`src/rtl/burst_seq_pkg.sv`:
```
package burst_seq_pkg;

  localparam int OFF_W = 3;
  localparam int CODE_W = 3;

  typedef struct packed {
    logic load;
    logic step;
  } seqStrobes_t;

  function automatic logic codeLegal(input logic [CODE_W-1:0] code);
    return (code == 3'b001) || (code == 3'b010) || (code == 3'b011);
  endfunction

  function automatic logic [OFF_W-1:0] codeMask(input logic [CODE_W-1:0] code);
    logic [OFF_W-1:0] m;
    case (code)
      3'b001:  m = 3'b001;
      3'b010:  m = 3'b011;
      3'b011:  m = 3'b111;
      default: m = 3'b000;
    endcase
    return m;
  endfunction

endpackage

```
`src/rtl/burst_seq_datapath.sv`:
```
module burst_seq_datapath
  import burst_seq_pkg::*;
#(
  parameter int COL_W = 10
) (
  input  logic                  clk,
  input  logic                  rstN,
  input  seqStrobes_t           strobes,
  input  logic [COL_W-1:0]      startCol,
  input  logic [CODE_W-1:0]     lenCode,
  input  logic                  interleave,
  output logic [COL_W-1:0]      colOut,
  output logic                  isFinal
);

  localparam int HI_W = COL_W - OFF_W;

  logic [HI_W-1:0]  baseHi;
  logic [OFF_W-1:0] baseLo;
  logic [OFF_W-1:0] beatIdx;
  logic [OFF_W-1:0] winMask;
  logic             modeIntlv;
  logic [OFF_W-1:0] rawOff;
  logic [OFF_W-1:0] beatOff;

  always_ff @(posedge clk) begin
    if (!rstN) begin
      baseHi    <= '0;
      baseLo    <= '0;
      beatIdx   <= '0;
      winMask   <= '0;
      modeIntlv <= 1'b0;
    end else if (strobes.load) begin
      baseHi    <= startCol[COL_W-1:OFF_W];
      baseLo    <= startCol[OFF_W-1:0];
      beatIdx   <= '0;
      winMask   <= codeMask(lenCode);
      modeIntlv <= interleave;
    end else if (strobes.step) begin
      beatIdx   <= beatIdx + 1'b1;
    end
  end

  always_comb begin
    if (modeIntlv) rawOff = baseLo ^ beatIdx;
    else           rawOff = baseLo + beatIdx;
    beatOff = (baseLo & ~winMask) | (rawOff & winMask);
  end

  assign colOut  = {baseHi, beatOff};
  assign isFinal = (beatIdx == winMask);

endmodule

```
`src/rtl/burst_seq_ctrl.sv`:
```
module burst_seq_ctrl
  import burst_seq_pkg::*;
(
  input  logic              clk,
  input  logic              rstN,
  input  logic              startIn,
  input  logic [CODE_W-1:0] lenCode,
  input  logic              isFinal,
  output seqStrobes_t       strobes,
  output logic              busy,
  output logic              errFlag
);

  logic accept;
  logic legal;

  assign accept = startIn && (!busy || isFinal);
  assign legal  = codeLegal(lenCode);

  always_comb begin
    strobes.load = accept && legal;
    strobes.step = busy && !isFinal;
  end

  always_ff @(posedge clk) begin
    if (!rstN) begin
      busy    <= 1'b0;
      errFlag <= 1'b0;
    end else begin
      busy    <= strobes.load || (busy && !isFinal);
      errFlag <= accept && !legal;
    end
  end

endmodule

```
`src/rtl/burst_col_sequencer.sv`:
```
module burst_col_sequencer
  import burst_seq_pkg::*;
#(
  parameter int COL_W = 10
) (
  input  logic             clk,
  input  logic             rstN,
  input  logic             startIn,
  input  logic [COL_W-1:0] startCol,
  input  logic [2:0]       lenCode,
  input  logic             interleave,
  output logic [COL_W-1:0] colOut,
  output logic             colValid,
  output logic             colLast,
  output logic             errFlag
);

  seqStrobes_t strobes;
  logic        isFinal;
  logic        busy;

  burst_seq_ctrl u_ctrl (
    .clk     (clk),
    .rstN    (rstN),
    .startIn (startIn),
    .lenCode (lenCode),
    .isFinal (isFinal),
    .strobes (strobes),
    .busy    (busy),
    .errFlag (errFlag)
  );

  burst_seq_datapath #(.COL_W(COL_W)) u_dp (
    .clk        (clk),
    .rstN       (rstN),
    .strobes    (strobes),
    .startCol   (startCol),
    .lenCode    (lenCode),
    .interleave (interleave),
    .colOut     (colOut),
    .isFinal    (isFinal)
  );

  assign colValid = busy;
  assign colLast  = busy && isFinal;

endmodule

```
`config.mk`:
```
export PLATFORM = sky130hd
export DESIGN_NAME = burst_col_sequencer
export DESIGN_NICKNAME = d
export VERILOG_FILES = /design/src/rtl/burst_seq_pkg.sv /design/src/rtl/burst_seq_datapath.sv /design/src/rtl/burst_seq_ctrl.sv /design/src/rtl/burst_col_sequencer.sv
export SDC_FILE = /design/constraint.sdc
export NUM_CORES = 1
export LEC_CHECK = 0
export CORE_AREA = 2 2 54 56
export DETAILED_ROUTE_END_ITERATION = 6
export DIE_AREA = 0 0 56 58
export GPL_ROUTABILITY_DRIVEN = 0
export SYNTH_ARGS = -nofsm -noshare
export SYNTH_HDL_FRONTEND = slang
export SYNTH_SLANG_ARGS = --single-unit
```
`constraint.sdc`:
```
create_clock -name clk -period 4 [get_ports clk]
set_input_delay 0.6 -clock clk [delete_from_list [all_inputs] [get_ports clk]]
set_output_delay 0.6 -clock clk [all_outputs]
set_load 0.005 [all_outputs]
```
Word-level counts from Yosys, hierarchy flattened
Index checks and enable logic that the tools add are counted.
- flip-flop bits (word level): 19
- word-level logic and storage cells: 34
- add/subtract/negate cells: 2
- equality and inequality tests: 4
- muxes and demuxes: 2
- bitwise gates (word level): 6
- reduce and logical (&&, ||, !) cells: 13
- operators by type and width (operator ; number):
    $pmux W3 S3 ; 1
    $and A3 B3 Y3 ; 2
    $eq A3 B2 Y1 const B ; 2
    $logic_and A1 B1 Y1 ; 5
    $logic_or A1 B1 Y1 ; 4
    $add A3 B1 Y3 const B ; 1
    $add A3 B3 Y3 ; 1
    $eq A3 B1 Y1 const B ; 1
    $eq A3 B3 Y1 ; 1
    $logic_not A1 Y1 ; 3
    $mux W3 ; 1
    $not A3 Y3 ; 1
    $or A3 B3 Y3 ; 1
    $xor A3 B3 Y3 ; 1
    $reduce_or A2 Y1 ; 1
    $not A1 Y1 ; 1

Longest topological paths before layout
Gate-level depths: netlist of run 1.
- word-level depth: 5
- depth in mapped cells: 7
- mapped depth without buffers: 7

By module
A second synthesis of run 1 with hierarchy kept.
- cell total of the unflattened synthesis: 89
- area total of the unflattened synthesis: 942.2 um^2
- modules (own cells, without submodules) (module ; times used ; cells each ; area an instance (um^2) ; sequential area each (um^2)):
    burst_seq_datapath ; 1 ; 80 ; 835.8 ; 340.3
    burst_seq_ctrl ; 1 ; 8 ; 100.1 ; 40.0
    burst_col_sequencer ; 1 ; 1 ; 6.3 ; 0.0

Worst setup path after synthesis of run 1
No wires, ideal clock.
- path kind: register to output
- start point: register u_dp.beatIdx[0]
- end point: output colOut[2]
- data arrival time: 1.392 ns
- data required time: 3.400 ns
- setup slack: 2.008 ns
- stages on the path, launching flop included: 8
- cells stage by stage: dfxtp_1 ha_1 inv_1 fa_1 nor2_1 xor2_1 nand2_1 xnor2_1
- longest elaborated chain between the ends: 4
- ends and longest elaborated chain (what ; RTL line ; RTL):
    from (decl) ; burst_seq_datapath.sv:20 ; logic [OFF_W-1:0] beatIdx;
    from (signal assigned) ; burst_seq_datapath.sv:40 ; beatIdx <= beatIdx + 1'b1;
    $add A3 B3 Y3 ; burst_seq_datapath.sv:46 ; else rawOff = baseLo + beatIdx;
    $mux W3 ; burst_seq_datapath.sv:45 ; if (modeIntlv) rawOff = baseLo ^ beatIdx;
    $and A3 B3 Y3 ; burst_seq_datapath.sv:47 ; beatOff = (baseLo & ~winMask) | (rawOff & winMask);
    $or A3 B3 Y3 ; burst_seq_datapath.sv:47 ;
    to (decl) ; burst_col_sequencer.sv:12 ; output logic [COL_W-1:0] colOut,
Every way passes these cells.

Worst setup path in the final report of run 1
Ends and elaborated chain as after synthesis.

==> results of run 1 <==
power breakdown:
| group | internal [uW] | switching [uW] | leakage (uW) |
|---|---|---|---|
| Clock | 38.8 | 56.2 | 0.0000150 |
| Combinational | 38.9 | 25.7 | 0.000303 |
| Sequential | 197 | 6.27 | 0.000155 |
worst reg2reg max path, delay by kind of cell, from the launching register on:
kind / cells / cell delay, ns
xor+xnor: 1 / 0.35
mux: 1 / 0.25
simple gates: 1 / 0.46
flops: 1 / 0.37
compound gates: 1 / 0.22
layer usage:
metal / vias to the layer above / GRT usage
met1: 353 / 0.142
met5: - / 0
li1: 408 / -
met4: 0 / 0.0612
met2: 14 / 0.213
met3: 2 / 0.0357
flip-flops by register name, indices dropped and copies added (netlist names):
name and count:
u_dp.modeIntlv 1, u_dp.beatIdx 3, u_dp.baseLo 3, u_ctrl.busy 1, u_dp.winMask 3, u_dp.baseHi 7
u_ctrl.errFlag 1
kinds of logic after synthesis:
group,count (synthesis)
AOI/OAI and AO/OA,12
buffers and inverters,9
adders and majority gates,4
DFF,19
xor gates and xnor gates,5
muxes,13
and+or+nand+nor,43
synth_stat cells:
cell,n
nor4b_1,1
fa_1,1
o21ai_0,3
o21ba_2,1
nand3b_1,4
nand2_1,32
nor2_1,1
a31oi_4,1
inv_1,5
a2111oi_2,1
mux2_2,1
xnor2_1,4
nor3b_1,1
o2bb2ai_1,1
nor3_1,1
clkbuf_1,3
a21oi_1,1
buf_6,1
o21bai_1,1
xor2_1,1
nor2_4,1
dfxtp_1,19
mux2i_1,12
nand2b_1,1
ha_1,3
and2_1,1
a21o_1,1
a31oi_1,1
o21a_1,1
through the flow:
step / cell area, um2 / util / instances / hold WS (ns)
finish: 1290 / 0.484 / 165 / 0.466
global route: 1290 / 0.484 / 165 / 0.481
CTS: 1290 / 0.484 / 165 / 0.472
detailed placement: 1260 / 0.475 / 161 / 0.454
global placement: 1260 / 0.475 / 161 / 0.441
floorplan: 957 / - / 105 / 0.447
final timing paths:
path	from	endpoint	slack, ns	depth (start not counted)
worst max register to register	u_dp.beatIdx[0]	u_dp.baseLo[1]	2.29	4
worst max-delay path	u_dp.beatIdx[0]	colOut[2]	1.13	8
worst min-delay path	u_dp.baseHi[2]	u_dp.baseHi[2]	0.47	2
worst min register to register	u_dp.baseHi[2]	u_dp.baseHi[2]	0.47	2
final cells by class:
class / instances / area [um2] / share of cell area
Multi-Input combinational cell: 77 / 536 / 0.415
Inverter: 5 / 18.8 / 0.0145
Sequential cell: 19 / 380 / 0.295
Timing Repair Buffer: 29 / 290 / 0.225
Tap cell: 31 / 38.8 / 0.0301
Clock buffer: 4 / 26.3 / 0.0204
==> flow_summary.toml, run 1 <==
[finish]
final_cell_mix = "32 x nand2_1, 29 x clkdlybuf4s50_1, 19 x dfxtp_1"
final_common_cell = "nand2_1"
synthToLayoutAreaGrowth_pct = 34.8
nFillCells = 263
nets = 156
final_layout_size_suffix_gt1_frac = 0.0597
n_antenna_cell = 0

[die]
core_um2 = 2660
start_util = 0.359
num_io_pins = 30
dieWidth_um = 56
fp.dieArea_um2 = 3250
rows = 19
die_h_um = 58

[global_route]
overflow = 0
grt_start_max_net_pins = 31
grt_pass1_wl_um = 3150
grt_pass1_vias = 750
grt_use_total = 0.124
grt_antenna_before_repair = 0

[timing]
relSlewSlack = 0.356
drv_slew = 0
rsz0062_at_grt = "no"
period_minus_slack_ns = 2.87
setup-tns-final_ns = 0
worstMarginPinSlew_ns = 0.963
fin_ws_ns = 1.13
fin_skew_ns = 0.00315
setup_viol = 0
period_share = 0.717
hold_viol_final = 0
fmax_ghz = 0.349

[routing]
antenna_left = 0
drc = 0
first_pass_iters = 3
wl_met3_um = 104
highest_layer = "met4"
vias_per_cell = 4.71
drt_iter0_drc = 9
wl_um = 1820
route.met2.wl_um = 886
m1WireLength_um = 809
wl_per_cell_um = 11.0
num_vias = 777

[clock_tree]
cts_buffers = 3
cts_resized = 0
clkSlewWorstSetupHoldPaths_ns = 0.10
clock_path_buffers = 2
numClockSinks = 19
postCtsSetupBuffers = 0
cts-root-buf = "clkbuf_4"
insertion_delay_ns = 0.29
cts_hold_buf = 0
cts_tree = "done"
cts_max_level = 1

[yosys]
ys_ff_latch = 19
syn_inst = 105
yosysWarnings = 0
synth_top_area_share = 0.397
synth-xor-area-share = 0.0458
syn_area_um2 = 957
synthTopCellsByArea = "dfxtp_1 40%, mux2i_1 13%, nand2_1 13%, ha_1 3.9%, xnor2_1 3.7%"
synth_top_family_by_area = "simple AND/OR/NAND/NOR gates"
ys_types = 29
syn-num-nets = 126
synth_compound_area_frac = 0.108
ys_seq_area_frac = 0.397
synth-simple-area-share = 0.208
synthMuxAreaShare = 0.137
synth_area_leader_cell = "dfxtp_1"
postSynthAreaPerCell_um2 = 9.12
synthAdderAreaFrac = 0.0601

[setup_path]
crit_chain = "ha_1 > inv_1 > fa_1 > nor2_1 > xor2_1 > nand2_1 > xnor2_1 > clkdlybuf4s50_1"
crit_required_ns = 3.40
worst_path_largest_cell_delay_ns = 0.51
cp_max_fo = 5
crit_arrival_ns = 2.27
cp-start-kind = "register"
crit_path_end_kind = "primary output"
path_class = "register to primary output"
critPathSlowestCell = "clkdlybuf4s50_1"
worst-path-buf-inv = 2
crit_family = "buffers and inverters"

[run]
max-cap-violations = 0

[hold_path]
hold_class = "register to register"

[placed_design]
dpl.hpwl_um = 1340
port_buffers = 29
dpl_worst_slack_ns = 1.44

[outcome]
outcome = "complete, no violations"

[power]
power.density_nw_per_um2 = 282
cellLeakagePower_uw = 0.000473
peakVddDrop_uv = 175
power_uw = 363
Note: power is estimated with default switching activity, not from simulation.
==> run 2: changes to the inputs <==
Clock period 4 ns to 2.9 ns, I/O delays scaled along.
==> flow_summary.toml, run 2 (synthesis results as in run 1) <==
[clock_tree]
cts_max_level = 1
postCtsSetupBuffers = 0
cts-root-buf = "clkbuf_4"
cts_tree = "done"
insertion_delay_ns = 0.29
numClockSinks = 19
clock_path_buffers = 2
clkSlewWorstSetupHoldPaths_ns = 0.11
cts_resized = 0
cts_buffers = 3
cts_hold_buf = 0

[global_route]
grt_pass1_wl_um = 3250
overflow = 0
grt_pass1_vias = 776
grt_start_max_net_pins = 20
grt_use_total = 0.127
grt_antenna_before_repair = 0

[routing]
drt_iter0_drc = 9
num_vias = 800
wl_per_cell_um = 11.1
drc = 0
vias_per_cell = 4.82
antenna_left = 0
wl_um = 1850
first_pass_iters = 4

[finish]
final_common_cell = "nand2_1"
final_cell_mix = "32 x nand2_1, 29 x clkdlybuf4s50_1, 19 x dfxtp_1"
synthToLayoutAreaGrowth_pct = 35.6
nets = 157
n_antenna_cell = 0
largest_register = "u_dp.baseHi"
nFillCells = 269
largest_reg_flops = 7
final_layout_size_suffix_gt1_frac = 0.0667

[die]
die_h_um = 58
dieWidth_um = 56
start_util = 0.359
num_io_pins = 30
rows = 19
core_um2 = 2660
fp.dieArea_um2 = 3250

[timing]
fin_ws_ns = 0.192
worstMarginPinSlew_ns = 0.527
period_share = 0.934
period_minus_slack_ns = 2.71
fmax_ghz = 0.369
fin_skew_ns = 0.00491
relSlewSlack = 0.648
drv_slew = 0
hold_viol_final = 0
setup_viol = 0
rsz0062_at_grt = "no"
setup-tns-final_ns = 0

[setup_path]
cp-start-kind = "register"
crit_required_ns = 2.47
crit_path_end_kind = "primary output"
path_class = "register to primary output"
cp_max_fo = 5
crit_arrival_ns = 2.27
crit_family = "buffers and inverters"
critPathSlowestCell = "clkdlybuf4s50_1"
worst_path_largest_cell_delay_ns = 0.51
worst-path-buf-inv = 2
crit_chain = "ha_1 > inv_1 > fa_1 > nor2_1 > xor2_1 > nand2_1 > xnor2_1 > clkdlybuf4s50_1"

[outcome]
outcome = "complete, no violations"

[power]
seqPwrFrac = 0.554
p_int_uw = 380
power.density_nw_per_um2 = 391
power_frac_comb = 0.178
swShare = 0.249
power.share.clock = 0.268
switchingPower_uw = 126
cellLeakagePower_uw = 0.000478
peakVddDrop_uv = 280

[placed_design]
dpl_worst_slack_ns = 0.509
port_buffers = 29
dpl.hpwl_um = 1420

[run]
max-cap-violations = 0

[hold_path]
hold_class = "register to register"
run 2: metrics by stage:
stage,hold WS [ns],utilization,area [um2],total power [uW],cells
2_1_floorplan,0.447,-,957,331,105
3_3_place_gp,0.443,0.477,1270,376,162
3_5_place_dp,0.456,0.477,1270,378,162
4_1_cts,0.473,0.487,1300,516,166
5_1_grt,0.484,0.487,1300,534,166
6_report,0.468,0.487,1300,507,166
run 2: layout make-up:
class | instances | area [um2] | area share
Clock buffer | 4 | 26.3 | 0.0203
Tap cell | 31 | 38.8 | 0.0299
Timing Repair Buffer | 30 | 298 | 0.230
Inverter | 5 | 18.8 | 0.0145
Multi-Input combinational cell | 77 | 536 | 0.413
Sequential cell | 19 | 380 | 0.293
run 2: worst min-delay path: stages (launching register included):
cell,delay [ns]
dfxtp_1,0.33
nand2_1,0.05
mux2i_1,0.05
run 2: power by group through the flow:
stage / sequential, uW / clock (uW) / combinational (uW)
finish: 281 / 136 / 90.2
global route: 283 / 152 / 99.4
CTS: 281 / 143 / 91.8
detailed placement: 287 / 0 / 91.2
global placement: 287 / 0 / 89.6
floorplan: 286 / 0 / 45.0
run 2: final timing paths:
kind,start,to,slack (ns),cells after the start
setup reg to reg,u_dp.beatIdx[0],u_dp.baseHi[5],1.18,4
hold reg to reg,u_dp.baseHi[2],u_dp.baseHi[2],0.47,2
hold / removal,u_dp.baseHi[2],u_dp.baseHi[2],0.47,2
setup / recovery,u_dp.beatIdx[0],colOut[2],0.19,8
run 2: metal layers:
| layer | wire, um | vias up | track usage |
|---|---|---|---|
| li1 | - | 409 | - |
| met1 | 894 | 375 | 0.162 |
| met2 | 853 | 14 | 0.207 |
| met3 | 80 | 2 | 0.0268 |
| met4 | 20 | 0 | 0.0612 |
| met5 | 0 | - | 0 |
==> run 3: changes to the inputs <==
Settings changed: CORE_AREA 2 2 54 56 to 2 2 56 58, DIE_AREA 0 0 56 58 to 0 0 58 60.
==> flow_summary.toml, run 3 (synthesis results as in run 1) <==
[routing]
num_vias = 788
wl_per_cell_um = 10.8
wl_um = 1820
drt_iter0_drc = 13
vias_per_cell = 4.69
antenna_left = 0
drc = 0
first_pass_iters = 3

[timing]
period_minus_slack_ns = 2.70
setup-tns-final_ns = 0
setup_viol = 0
worstMarginPinSlew_ns = 0.519
hold_viol_final = 0
fmax_ghz = 0.371
period_share = 0.930
rsz0062_at_grt = "no"
drv_slew = 0
fin_skew_ns = 0.00586
relSlewSlack = 0.653

[setup_path]
crit_path_end_kind = "primary output"
crit_required_ns = 2.47
worst_path_largest_cell_delay_ns = 0.52
cp-start-kind = "register"
critPathSlowestCell = "clkdlybuf4s50_1"
crit_arrival_ns = 2.26
crit_chain = "inv_1 > fa_1 > nor2_1 > xor2_1 > nand2_1 > xnor2_1 > clkdlybuf4s50_1"
cp_max_fo = 6
path_class = "register to primary output"

[finish]
n_antenna_cell = 0
nets = 157
area.sequential_um2 = 382
final_layout_size_suffix_gt1_frac = 0.0815
postLayoutCoreUtil = 0.449
design_area_um2 = 1300
synthToLayoutAreaGrowth_pct = 36.1
final_cell_mix = "32 x nand2_1, 29 x clkdlybuf4s50_1, 18 x dfxtp_1"
final_common_cell = "nand2_1"
final_cells = 168
multi_input_area_um2 = 536
nFillCells = 294
largest_register = "u_dp.baseHi"
largest_reg_flops = 7

[placed_design]
port_buffers = 29
dpl_cell_area_um2 = 1270
place_inst = 164
dpl.hpwl_um = 1420

[die]
num_io_pins = 30
die_h_um = 60
core_um2 = 2900
dieWidth_um = 58
rows = 20
start_util = 0.330
fp.dieArea_um2 = 3480

[outcome]
outcome = "complete, no violations"

[clock_tree]
cts_tree = "done"
numClockSinks = 19
cts_buffers = 3
cts_resized = 0
postCtsSetupBuffers = 0
clock_path_buffers = 2
cts-root-buf = "clkbuf_4"
clkSlewWorstSetupHoldPaths_ns = 0.11
insertion_delay_ns = 0.29
cts_hold_buf = 0
cts_max_level = 1

[global_route]
overflow = 0
grt_antenna_before_repair = 0
grt_pass1_vias = 755
grt_use_total = 0.113
grt_start_max_net_pins = 17
grt_pass1_wl_um = 3040

[power]
peakVddDrop_uv = 285
cellLeakagePower_uw = 0.000481
power_uw = 503
power.density_nw_per_um2 = 386

[run]
max-cap-violations = 0

[hold_path]
hold_class = "register to register"
-- run 3: final cells by class --
class	instances	area share
repair buffers	30	0.229
clock buffers	3	0.0173
multi-input cells	77	0.411
well taps	33	0.0317
clock inverters	1	0.00384
flip-flops and latches	19	0.293
inverters	5	0.0144
-- run 3: metrics by stage --
| step | setup slack [ns] | hold slack, ns |
|---|---|---|
| floorplan | 1.07 | 0.447 |
| global placement | 0.500 | 0.443 |
| detailed placement | 0.506 | 0.451 |
| CTS | 0.138 | 0.475 |
| global route | 0.0112 | 0.491 |
| finish | 0.202 | 0.467 |
-- run 3: worst max-delay path: cells and delay by family, from the launching register on --
| family | cells | cell delay, ns |
|---|---|---|
| buf+inv | 2 | 0.61 |
| flops | 1 | 0.45 |
| fa+ha+maj | 1 | 0.42 |
| xor+xnor | 2 | 0.29 |
| simple gates | 2 | 0.21 |
-- run 3: power by group --
group	switching (uW)	internal [uW]
Sequential	8.32	273
Clock	80.3	51.2
Combinational	35.8	54.5
Total	124	378
-- run 3: path summary, 6_finish.rpt --
check	slack [ns]	end	cells after the start	start
max reg2reg	1.23	u_dp.baseHi[1]	4	u_dp.beatIdx[0]
max	0.20	colOut[2]	7	u_dp.beatIdx[1]
min	0.47	u_dp.baseHi[5]	2	u_dp.baseHi[5]
min reg2reg	0.47	u_dp.baseHi[5]	2	u_dp.baseHi[5]
-- run 3: routing by layer --
layer  part of all wire  vias to the layer above  global-route usage
li1                   -                      411                   -
met3              0.036                        2              0.0195
met4             0.0061                        0              0.0399
met2               0.51                       18               0.211
met1               0.45                      357               0.129
met5                  0                        -                   0
